`src/rtl/phase_tune_pkg.sv`:
```
package phase_tune_pkg;
  typedef enum logic [2:0] {
    ST_IDLE,
    ST_TLOAD,
    ST_PROBE,
    ST_SEL,
    ST_DONE
  } tuneState_t;

  // strobes from control to datapath
  typedef struct packed {
    logic load;      // accept start: clear mask, seed phases
    logic rec;       // record probe result
    logic step;      // advance probe phase
    logic selInit;   // begin selection
    logic selNext;   // next rotation index
    logic selLevel;  // next (narrower) window level
    logic apply;     // apply chosen index
  } tuneCmd_t;
endpackage

```
`src/rtl/phase_tune_ctrl.sv`:
```
module phase_tune_ctrl
  import phase_tune_pkg::*;
(
  input  logic     clk,
  input  logic     rstN,
  input  logic     startReq,
  input  logic     probeDone,
  input  logic     atStart,
  input  logic     hit,
  input  logic     lastIdx,
  input  logic     lastLevel,
  output tuneCmd_t cmd,
  output logic     tmoLoad,
  output logic     probeReq,
  output logic     done,
  output logic     errFlag
);
  tuneState_t state, stateNxt;
  logic errSet;

  always_comb begin
    cmd      = '0;
    stateNxt = state;
    errSet   = 1'b0;
    unique case (state)
      ST_IDLE: if (startReq) begin
        cmd.load = 1'b1;
        stateNxt = ST_TLOAD;
      end
      ST_TLOAD: stateNxt = ST_PROBE;
      ST_PROBE: if (probeDone) begin
        cmd.rec = 1'b1;
        if (atStart) begin
          cmd.selInit = 1'b1;
          stateNxt    = ST_SEL;
        end else begin
          cmd.step = 1'b1;
          stateNxt = ST_TLOAD;
        end
      end
      ST_SEL: begin
        if (hit) begin
          cmd.apply = 1'b1;
          stateNxt  = ST_DONE;
        end else if (lastIdx) begin
          if (lastLevel) begin
            errSet   = 1'b1;
            stateNxt = ST_DONE;
          end else begin
            cmd.selLevel = 1'b1;
          end
        end else begin
          cmd.selNext = 1'b1;
        end
      end
      ST_DONE: stateNxt = ST_IDLE;
      default: stateNxt = ST_IDLE;
    endcase
  end

  always_ff @(posedge clk) begin
    if (!rstN) begin
      state   <= ST_IDLE;
      errFlag <= 1'b0;
    end else begin
      state <= stateNxt;
      if (cmd.load) errFlag <= 1'b0;
      else if (errSet) errFlag <= 1'b1;
    end
  end

  assign tmoLoad  = (state == ST_TLOAD);
  assign probeReq = (state == ST_PROBE);
  assign done     = (state == ST_DONE);
endmodule

```
`src/rtl/phase_tune_dp.sv`:
```
module phase_tune_dp
  import phase_tune_pkg::*;
#(
  parameter int PHASE_BITS  = 3,
  parameter int WIDE_HALF   = 2,
  parameter int NARROW_HALF = 1
) (
  input  logic                  clk,
  input  logic                  rstN,
  input  tuneCmd_t              cmd,
  input  logic [PHASE_BITS-1:0] curPhase,
  input  logic                  probePass,
  output logic [PHASE_BITS-1:0] samplePhase,
  output logic [PHASE_BITS-1:0] tunedPhase,
  output logic                  atStart,
  output logic                  hit,
  output logic                  lastIdx,
  output logic                  lastLevel
);
  localparam int NPH = 1 << PHASE_BITS;
  localparam int LEVELS = 3;
  localparam int LVW = $clog2(LEVELS);

  // window around bit 0 covering +-half, wrapping at the top
  function automatic logic [NPH-1:0] winMask(input int half);
    logic [NPH-1:0] m;
    for (int j = 0; j < NPH; j++) m[j] = (j <= half) || (j >= NPH - half);
    return m;
  endfunction

  localparam logic [NPH-1:0] WIN_WIDE   = winMask(WIDE_HALF);
  localparam logic [NPH-1:0] WIN_NARROW = winMask(NARROW_HALF);
  localparam logic [NPH-1:0] WIN_ONE    = winMask(0);

  logic [NPH-1:0]        candMask;
  logic [PHASE_BITS-1:0] startPh;
  logic [PHASE_BITS-1:0] selIdx;
  logic [LVW-1:0]        selLvl;
  logic [2*NPH-1:0]      dblMask;
  logic [NPH-1:0]        rotMask;
  logic [NPH-1:0]        winSel;

  assign dblMask = {candMask, candMask} >> selIdx;
  assign rotMask = dblMask[NPH-1:0];

  always_comb begin
    unique case (selLvl)
      LVW'(0): winSel = WIN_WIDE;
      LVW'(1): winSel = WIN_NARROW;
      default: winSel = WIN_ONE;
    endcase
  end

  assign hit       = ((rotMask & winSel) == winSel);
  assign lastIdx   = (selIdx == PHASE_BITS'(NPH - 1));
  assign lastLevel = (selLvl == LVW'(LEVELS - 1));
  assign atStart   = (samplePhase == startPh);

  always_ff @(posedge clk) begin
    if (!rstN) begin
      candMask    <= '0;
      startPh     <= '0;
      samplePhase <= '0;
      tunedPhase  <= '0;
      selIdx      <= '0;
      selLvl      <= '0;
    end else begin
      if (cmd.load) begin
        candMask    <= '0;
        startPh     <= curPhase;
        samplePhase <= curPhase + 1'b1;
      end
      if (cmd.rec && probePass) candMask[samplePhase] <= 1'b1;
      if (cmd.step) samplePhase <= samplePhase + 1'b1;
      if (cmd.selInit) begin
        selIdx <= '0;
        selLvl <= '0;
      end
      if (cmd.selNext) selIdx <= selIdx + 1'b1;
      if (cmd.selLevel) begin
        selIdx <= '0;
        selLvl <= selLvl + 1'b1;
      end
      if (cmd.apply) begin
        samplePhase <= selIdx;
        tunedPhase  <= selIdx;
      end
    end
  end
endmodule

```
`src/rtl/phase_tune_top.sv`:
```
module phase_tune_top
  import phase_tune_pkg::*;
#(
  parameter int PHASE_BITS  = 3,
  parameter int WIDE_HALF   = 2,
  parameter int NARROW_HALF = 1
) (
  input  logic                  clk,
  input  logic                  rstN,
  input  logic                  startReq,
  input  logic [PHASE_BITS-1:0] curPhase,
  output logic                  probeReq,
  input  logic                  probeDone,
  input  logic                  probePass,
  output logic                  tmoLoad,
  output logic [PHASE_BITS-1:0] samplePhase,
  output logic [PHASE_BITS-1:0] tunedPhase,
  output logic                  done,
  output logic                  errFlag
);
  tuneCmd_t cmd;
  logic atStart, hit, lastIdx, lastLevel;

  phase_tune_ctrl u_ctrl (
    .clk(clk), .rstN(rstN), .startReq(startReq), .probeDone(probeDone),
    .atStart(atStart), .hit(hit), .lastIdx(lastIdx), .lastLevel(lastLevel),
    .cmd(cmd), .tmoLoad(tmoLoad), .probeReq(probeReq), .done(done),
    .errFlag(errFlag)
  );

  phase_tune_dp #(
    .PHASE_BITS(PHASE_BITS), .WIDE_HALF(WIDE_HALF), .NARROW_HALF(NARROW_HALF)
  ) u_dp (
    .clk(clk), .rstN(rstN), .cmd(cmd), .curPhase(curPhase),
    .probePass(probePass), .samplePhase(samplePhase), .tunedPhase(tunedPhase),
    .atStart(atStart), .hit(hit), .lastIdx(lastIdx), .lastLevel(lastLevel)
  );
endmodule

```
`config.mk`:
```
export PLATFORM = sky130hd
export DESIGN_NAME = phase_tune_top
export DESIGN_NICKNAME = d
export VERILOG_FILES = /design/src/rtl/phase_tune_pkg.sv /design/src/rtl/phase_tune_ctrl.sv /design/src/rtl/phase_tune_dp.sv /design/src/rtl/phase_tune_top.sv
export SDC_FILE = /design/constraint.sdc
export NUM_CORES = 1
export LEC_CHECK = 0
export ABC_AREA = 1
export ABC_CLOCK_PERIOD_IN_PS = 2300
export CELL_PAD_IN_SITES_DETAIL_PLACEMENT = 1
export CELL_PAD_IN_SITES_GLOBAL_PLACEMENT = 1
export CORE_UTILIZATION = 40
export DETAILED_ROUTE_END_ITERATION = 6
export HOLD_SLACK_MARGIN = 0.15
export MAX_ROUTING_LAYER = met4
export PLACE_DENSITY = 0.85
export SLEW_MARGIN = 10
export SYNTH_ARGS = -nofsm -noshare
export SYNTH_HDL_FRONTEND = slang
export SYNTH_SLANG_ARGS = --single-unit
```
`constraint.sdc`:
```
create_clock -name clk -period 2.3 [get_ports clk]
set_input_delay 0.345 -clock clk [delete_from_list [all_inputs] [get_ports clk]]
set_output_delay 0.345 -clock clk [all_outputs]
set_load 0.01 [all_outputs]
```
* Word level (Yosys, flattened, before mapping)
Cells that the tools add are included.
** Word-level totals
- Bits in registers :: 26
- Output and inout bits :: 10
- Input bits :: 8
** Cells by class
- $add $sub $neg :: 4
- Bitwise gates (word level) :: 3
- Eq/ne operators :: 13
- $lt $le $gt $ge :: 2
- Shifts and indexed selects :: 1
- Reduce and logical (&&, ||, !) cells :: 10
- Muxes and demuxes :: 36
** Operators with widths (count)
- two-way mux 3 bit :: 13
- two-way mux 8 bit :: 3
- one-hot mux 8 bit (2 select lines) :: 1
- right shift 16 x 3 -> 8 bit :: 1
- two-way mux 1 bit :: 13
- one-hot mux 3 bit (4 select lines) :: 1
- adder 3 x 1 -> 3 bit, second input constant :: 3
- bitwise AND 8 bit :: 1
- == test 8 bit :: 1
- two-way mux 2 bit :: 4
- OR 8 bit :: 1
- == test 3 x 2 -> 1 bit, second input constant :: 2
- == test 3 bit, second input constant :: 2
- != test 3 bit, second input constant :: 2
- < comparator 3 x 4 -> 1 bit, second input constant :: 1
- AND reduction 4 bit :: 1
- nonzero test 2 bit :: 2
- OR reduction 2 bit :: 2
- demux 1 bit (select 3 bit) :: 1
- == test 3 x 1 -> 1 bit, second input constant :: 1
- == test 3 bit :: 1
- greater-or-equal comparator 3 x 1 -> 1 bit, second input constant :: 1
- zero test 3 bit :: 1
- nonzero test 3 bit :: 1
- 8 further kinds :: 9

* Logic depth before layout (Yosys ltp)
Gate-level depths: netlist of the first run.
- Depth in word-level cells :: 7
- Mapped depth :: 15

* Modules after synthesis
Synthesis of the first run repeated with hierarchy kept, for this count alone.
** Unflattened totals
- Cells, all modules :: 243
- Area, all modules :: 1582.8 sq um
** Modules (own cells, without submodules)
- phase_tune_dp :: area an instance 1258.7 sq um, sequential area each 440.4 sq um, times used 1, cells each 192
- phase_tune_ctrl :: area an instance 324.1 sq um, sequential area each 80.1 sq um, times used 1, cells each 51

* Worst setup path after synthesis of the first run
OpenSTA, ideal clock, no wires.
- Path type :: register to register
- From :: reg u_ctrl.state[0]
- To :: reg u_dp.samplePhase[2]
- Required time :: 2189 ps
- Setup slack :: 602 ps
- Period minus slack after synthesis :: 1698 ps
- Arrival time :: 1587 ps
- Cell stages (with the launch flop) :: 15
- Path through :: dfxtp_1 -> nor2_1 -> nand2_1 -> nor2_2 -> nand2_1 -> nand2_1 -> o21a_1 -> inv_1 -> ha_1 -> nand3_1 -> nand2_1 -> nand2_1 -> nand2_1 -> nor2_1 -> nor2_1
** On the way
- Longest elaborated chain between the ends :: 4
- Elaborated cells between the ends (all ways) :: 9
- Those cells by class :: 2 x eq/ne; 5 x mux; 2 x reduce/logical
** RTL lines
- start, declared :: RTL line phase_tune_ctrl.sv:18 : tuneState_t state, stateNxt;
- start signal, assigned :: RTL line phase_tune_ctrl.sv:66 : state <= stateNxt;
- == test 3 x 2 -> 1 bit :: RTL line phase_tune_ctrl.sv:25 : unique case (state)
- two-way mux 3 bit :: RTL line phase_tune_ctrl.sv:25
- two-way mux 3 bit :: RTL line phase_tune_dp.sv:74 : if (cmd.step) samplePhase <= samplePhase + 1'b1;
- two-way mux 3 bit :: RTL line phase_tune_dp.sv:84 : if (cmd.apply) begin
- end signal, assigned :: RTL line phase_tune_dp.sv:71 : samplePhase <= curPhase + 1'b1;
- end signal, assigned :: RTL line phase_tune_dp.sv:74
- end signal, assigned :: RTL line phase_tune_dp.sv:85 : samplePhase <= selIdx;
- end, declared :: RTL line phase_tune_dp.sv:13 : output logic [PHASE_BITS-1:0] samplePhase,
Parallel ways exist; a longest one is shown, timed or not.
A chain may end at the register's enable or synchronous reset.

* Final worst setup path of the first run
Same ends and word-level chain as after synthesis.

==> impl_metrics.tcl, run 1 <==
set metrics [dict create \
    status "finished, final reports clean" \
    skew_ns 0.005467 \
    hold_class "reg2reg" \
    setup_tns_ns 0 \
    vias 1598 \
    dr.max_layer_used "met4" \
    holdWs_ns 0.4828 \
    cellPowerDensity_nw_per_um2 667.0 \
    synth.ff_latch_count 26 \
    avgSynthCellArea_um2 6.810 \
    finalCritPeriodShare_pct 87.28 \
    grt_pass1_wl_mm 7.307 \
    wl_met2_mm 2.100 \
    hpwl_mm 3.417 \
    p_sw_mw 0.4503 \
    cts_tree "done" \
    chipHeight_um 65.25 \
    initial_core_util_pct 42.75 \
    dr_wl_met3_um 74 \
    coreArea_um2 3744 \
    cts_sinks 26 \
    intPower_mw 0.8208 \
    syn_to_final_growth_pct 19.08 \
    setup_violations 0 \
    yosysUniqueCellTypes 25 \
    finalCoreUtilization_pct 50.90 \
    p_comb_share_pct 33.6 \
    mostFrequentLayoutCells "nand2_1, inv_1, nand3_1, dfxtp_1, nor2_1" \
    ir_drop_v 0.0003196 \
    synth_warnings 0 \
    drive_gt1_share_pct 12.40 \
    min_period_ns 2.007 \
    clock_latency_ns 0.28 \
    place_inst 302 \
    yosysSeqAreaShare_pct 32.53 \
    wl_per_cell_um 13.64 \
    holdBufCountCts 0 \
    clockPowerShare_pct 24.3 \
    reg2reg_depth 14 \
    rsz0062_at_grt "no" \
    swShare_pct 35.43 \
    path_depth 14 \
    final_common_cell "nand2_1" \
    cts_resized 0 \
    slew_violations 0 \
    grt_pass1_vias 1631 \
    synthesis.nets 249 \
    rows 22 \
    final-hold-violation-count 0 \
    netlist_area_um2 1600 \
    cp.required_ns 2.48 \
    pin_count 18 \
    cpMostUsedCell "nand2_1" \
    cp-end-kind "register" \
    drtIter0Drc 42 \
    gp_congestion 0.8468 \
    detail-route-antenna-nets 0 \
    crit_path_start_kind "register" \
    wl_mm 4.173 \
    final_cells 306 \
    holdPathStages 2 \
    path_class "reg2reg" \
    grtUsageTotal_pct 23.02 \
    cp_data_arrival_time_ns 2.19 \
    port_buffers 17 \
    postCtsSetupBuffers 0 \
    avgViaCountPerCell 5.222 \
    cp_top_family "simple AND/OR/NAND/NOR gates" \
    crit_path_top_delay_cell "dfxtp_1" \
    grt_max_degree 15 \
    path_cells "nor2_1 -> nand2_1 -> nor2_2 -> nand2_1 -> nand2_1 -> o21a_1 -> inv_1 -> ha_1 -> nand3_1 -> nand2_1 -> nand2_1 -> nand2_1 -> nor2_1 -> nor2_1" \
    path_buf_inv 1 \
    firstDrtPassIters 4 \
    drc 0 \
    overflow 0 \
    path_max_fanout 5 \
    m1WireLength_mm 1.935 \
    grt_antenna_before_repair 0 \
    nets 273 \
    cap_violations 0 \
    clk_pin_slew_ns 0.10 \
    diodes 0 \
    fmax_mhz 498.1 \
    p_seq_share_pct 42.0 \
    clockBufferDepth 2 \
    root_buffer "clkbuf_8" \
    die_area_um2 4258 \
    synthCells 235 \
    die_x_um 65.25 \
    tritoncts.num_buffers 3 \
    cts_max_level 1 \
    relSlewSlack_pct 71.90 \
    power.leakage_nw 0.8298 \
    max_stage_delay_ns 0.33 \
    tightestPinTransition_ns 0.4209 \
]
[kinds of logic after synthesis]
kind of cell | share of synthesized area [%]
buffers and inverters | 10.01
AND/OR/NAND/NOR | 41.05
AO/OA/AOI/OAI | 10.09
adder cells (fa/ha/maj) | 4.691
flip-flops | 32.53
XOR/XNOR | 1.642
[synthesized netlist by cell type]
cell type   n  area share (%)
o21ai_2     1            0.55
xnor2_1     3             1.6
nand4_4     1             1.3
a21oi_1    10             3.1
o21a_1      1            0.47
nand2_1    54              13
inv_1      32             7.5
nor2_1     22             5.2
nand3_2     4             2.5
buf_2       2            0.63
buf_6       1            0.70
o211ai_2    1            0.78
nand3_4     2             2.2
o22ai_1     6             2.3
clkbuf_1    1            0.23
inv_2       4            0.94
nand4_1    11             4.3
nand2_2     7             2.7
nor2_4      1            0.70
nor2_2      1            0.39
ha_1        6             4.7
dfxtp_1    26              33
nand3_1    27             8.4
nor3_1      2            0.63
o21ai_0     9             2.8
[path summary, 6_finish.rpt]
kind                      startpoint                  end  slack (ns)
hold / removal    u_dp.tunedPhase[1]   u_dp.tunedPhase[1]        0.48
hold reg to reg   u_dp.tunedPhase[1]   u_dp.tunedPhase[1]        0.48
setup / recovery     u_ctrl.state[0]  u_dp.samplePhase[2]        0.29
setup reg to reg     u_ctrl.state[0]  u_dp.samplePhase[2]        0.29
[flip-flops by register name (all words and copies together), names as in the netlist]
name              cells
u_dp.candMask         8
u_dp.samplePhase      3
u_dp.selLvl           2
u_dp.selIdx           3
u_dp.startPh          3
u_dp.tunedPhase       3
u_ctrl.state          3
u_ctrl.errFlag        1
[metrics by stage]
step                      power, mW  instance area (um2)  setup WS (ns)
after global placement       0.9576                 1851         0.2224
after global routing          1.361                 1906         0.1066
after detailed placement     0.9716                 1851        0.09542
after CTS                     1.285                 1906         0.2757
final                         1.271                 1906         0.2925
after floorplan              0.8085                 1600         0.6016
[area by class of cell]
class                           instances  area [um2]
Sequential cell                        26       520.5
Tap cell                               48       60.06
Inverter                               36       135.1
Timing Repair Buffer                   23       215.2
Multi-Input combinational cell        169       919.6
Clock buffer                            4       55.05
Fill cell                             518        1838
[worst min-delay path: stages, from the launching register on]
cell,delay [ns]
dfxtp_1,0.33
nand2_1,0.06
a21oi_1,0.05
[per-layer routing]
| layer | up-vias | track usage [%] |
|---|---|---|
| li1 | 819 | - |
| met1 | 756 | 27.72 |
| met2 | 18 | 38.79 |
| met3 | 5 | 2.778 |
| met4 | 0 | 9.511 |
| met5 | - | - |
[power by group through the flow]
stage	Combinational, mW	Sequential, mW	Clock [mW]
finish	0.428	0.534	0.309
global route	0.483	0.540	0.337
CTS	0.432	0.535	0.318
detailed placement	0.426	0.545	0
global placement	0.414	0.544	0
floorplan	0.268	0.540	0
Power figures use the tool's default switching activity.
==> run 2: changes to the inputs <==
--- a/config.mk
+++ b/config.mk
@@ -6,14 +6,15 @@
 export NUM_CORES = 1
 export LEC_CHECK = 0
 export ABC_AREA = 1
-export ABC_CLOCK_PERIOD_IN_PS = 2300
+export ABC_CLOCK_PERIOD_IN_PS = 2500
 export CELL_PAD_IN_SITES_DETAIL_PLACEMENT = 1
 export CELL_PAD_IN_SITES_GLOBAL_PLACEMENT = 1
-export CORE_UTILIZATION = 40
+export CORE_MARGIN = 1.5
+export CORE_UTILIZATION = 43
 export DETAILED_ROUTE_END_ITERATION = 6
 export HOLD_SLACK_MARGIN = 0.15
 export MAX_ROUTING_LAYER = met4
-export PLACE_DENSITY = 0.85
+export PLACE_DENSITY = 0.9
 export SLEW_MARGIN = 10
 export SYNTH_ARGS = -nofsm -noshare
 export SYNTH_HDL_FRONTEND = slang
==> constraint.sdc (replaced) <==
create_clock -name clk -period 2.5 [get_ports clk]
set_input_delay 0.375 -clock clk [delete_from_list [all_inputs] [get_ports clk]]
set_output_delay 0.375 -clock clk [all_outputs]
set_load 0.01 [all_outputs]
==> run 2 against run 1 <==
Compared with the run above: clock skew grew 0.014 ns; worst hold slack gained 0.0053 ns; critical path type unchanged; die area shrank 3.8%; utilization grew 4.0 points; critical path depth shrank 1; critical endpoint is now u_dp.samplePhase[0]; power shrank 8.7%; setup slack gained 0.13 ns; sequential power shrank 7.7%; routed wire length grew 6.6%; final area shrank 0.92%; register-to-register slack gained 0.13 ns; combinational power shrank 10%; largest cell class unchanged; highest routed layer unchanged.
==> impl_metrics.tcl, run 2 (same netlist as run 1, synthesis figures left out) <==
set metrics [dict create \
    finalCoreUtilization_pct 54.85 \
    final-hold-violation-count 0 \
    relSlewSlack_pct 64.70 \
    path_cells "inv_2 -> nand2_1 -> nand2_1 -> nor2_1 -> nand2_1 -> nand3_2 -> nand2_2 -> nor2_4 -> nand3_4 -> nand2_1 -> nand2_1 -> nor2_1 -> nor2_1" \
    grt_pass1_vias 1627 \
    die_area_um2 4097 \
    die_x_um 64.01 \
    drc 0 \
    root_buffer "clkbuf_8" \
    mostFrequentLayoutCells "nand2_1, inv_1, nand3_1, dfxtp_1, nor2_1" \
    cp.required_ns 2.69 \
    drive_gt1_share_pct 11.72 \
    r2r_slack_ns 0.42 \
    clockBufferDepth 2 \
    min_period_ns 2.081 \
    tritoncts.num_buffers 3 \
    initial_core_util_pct 46.49 \
    detail-route-antenna-nets 0 \
    coreArea_um2 3442 \
    status "finished, final reports clean" \
    avgViaCountPerCell 5.248 \
    grt_pass1_wl_mm 7.659 \
    largest_reg_flops 8 \
    diodes 0 \
    pin_count 18 \
    clock_latency_ns 0.29 \
    grtUsageTotal_pct 24.39 \
    final_common_cell "nand2_1" \
    slew_violations 0 \
    vias 1585 \
    firstDrtPassIters 4 \
    cts_resized 0 \
    finalCritPeriodShare_pct 83.25 \
    cpMostUsedCell "nand2_1" \
    r2r-end "u_dp.samplePhase[0]" \
    clk_pin_slew_ns 0.11 \
    cts_max_level 1 \
    gp_congestion 0.8300 \
    overflow 0 \
    syn_to_final_growth_pct 17.98 \
    path_max_fanout 13 \
    max_stage_delay_ns 0.67 \
    final_cells 302 \
    port_buffers 17 \
    hp-start "u_ctrl.errFlag" \
    r2r-start "u_dp.selIdx[0]" \
    crit_path_top_delay_cell "dfxtp_1" \
    nets 271 \
    setup_violations 0 \
    place_inst 298 \
    hold_class "reg2reg" \
    wl_mm 4.448 \
    cellPowerDensity_nw_per_um2 614.9 \
    holdBufCountCts 0 \
    chipHeight_um 64.01 \
    postCtsSetupBuffers 0 \
    hold_path_end "u_ctrl.errFlag" \
    cap_violations 0 \
    wl_per_cell_um 14.73 \
    rows 21 \
    skew_ns 0.01980 \
    path_class "reg2reg" \
    power.leakage_nw 0.8198 \
    cts_sinks 26 \
    cp_data_arrival_time_ns 2.27 \
    grt_max_degree 15 \
    ir_drop_v 0.0003278 \
    regMostFlops "u_dp.candMask" \
    cts_tree "done" \
    holdPathStages 2 \
    crit_path_start_kind "register" \
    fmax_mhz 480.5 \
    tightestPinTransition_ns 0.5288 \
    setup_tns_ns 0 \
    rsz0062_at_grt "no" \
    drtIter0Drc 77 \
    cp-end-kind "register" \
    reg2reg_depth 13 \
    grt_antenna_before_repair 0 \
    hpwl_mm 3.491 \
]
==> run 2: cell count changes in the layout (fill, tap and decap cells not counted), sizes merged <==
cell / before / now
buf: 6 / 4
==> run 2: cell type report <==
cell class              instances  area, um2
clock buffers                   4      55.05
fillers                       463       1554
inverters                      36      135.1
multi-input cells             169      919.6
flip-flops and latches         26      520.5
well taps                      46      57.56
repair buffers                 21      200.2
==> run 2: per-layer routing <==
metal	part of all wire (%)	wire length, um	GRT usage [%]
met5	0	0	-
met4	0.81	36	4.891
met3	2.2	96	2.641
met2	50	2217	42.71
met1	47	2098	30.35
==> run 2: critical path, delay by kind of cell, from the launching register on <==
family | cells | cell delay, ns
and+or+nand+nor | 12 | 1.13
DFF | 1 | 0.67
buffers and inverters | 1 | 0.17
==> run 2: worst max path at each step <==
stage                    start                  end  slack, ns  depth (start not counted)
3_5_place_dp         probeDone  u_dp.samplePhase[2]       0.27                         14
2_1_floorplan  u_ctrl.state[0]  u_dp.samplePhase[2]       0.80                         14
5_1_grt         u_dp.selIdx[0]  u_dp.samplePhase[1]       0.19                         13
4_1_cts         u_dp.selIdx[0]  u_dp.samplePhase[0]       0.40                         13
3_3_place_gp         probeDone  u_dp.samplePhase[2]       0.40                         14
6_report        u_dp.selIdx[0]  u_dp.samplePhase[0]       0.42                         13
==> run 2: through the flow <==
| stage | cell area, um2 | hold WS, ns | power [mW] | setup slack [ns] |
|---|---|---|---|---|
| 4_1_cts | 1888 | 0.4881 | 1.156 | 0.4016 |
| 3_3_place_gp | 1833 | 0.4432 | 0.8707 | 0.3960 |
| 2_1_floorplan | 1600 | 0.4722 | 0.7438 | 0.8016 |
| 3_5_place_dp | 1833 | 0.4741 | 0.8822 | 0.2662 |
| 6_report | 1888 | 0.4881 | 1.161 | 0.4186 |
| 5_1_grt | 1888 | 0.4915 | 1.230 | 0.1918 |
==> run 2: power by group <==
part / leakage (nW) / total, mW / switching [mW] / internal, mW
sequential: 0.211 / 0.493 / 0.0422 / 0.450
clock: 0.0288 / 0.284 / 0.142 / 0.141
combinational: 0.580 / 0.385 / 0.229 / 0.156
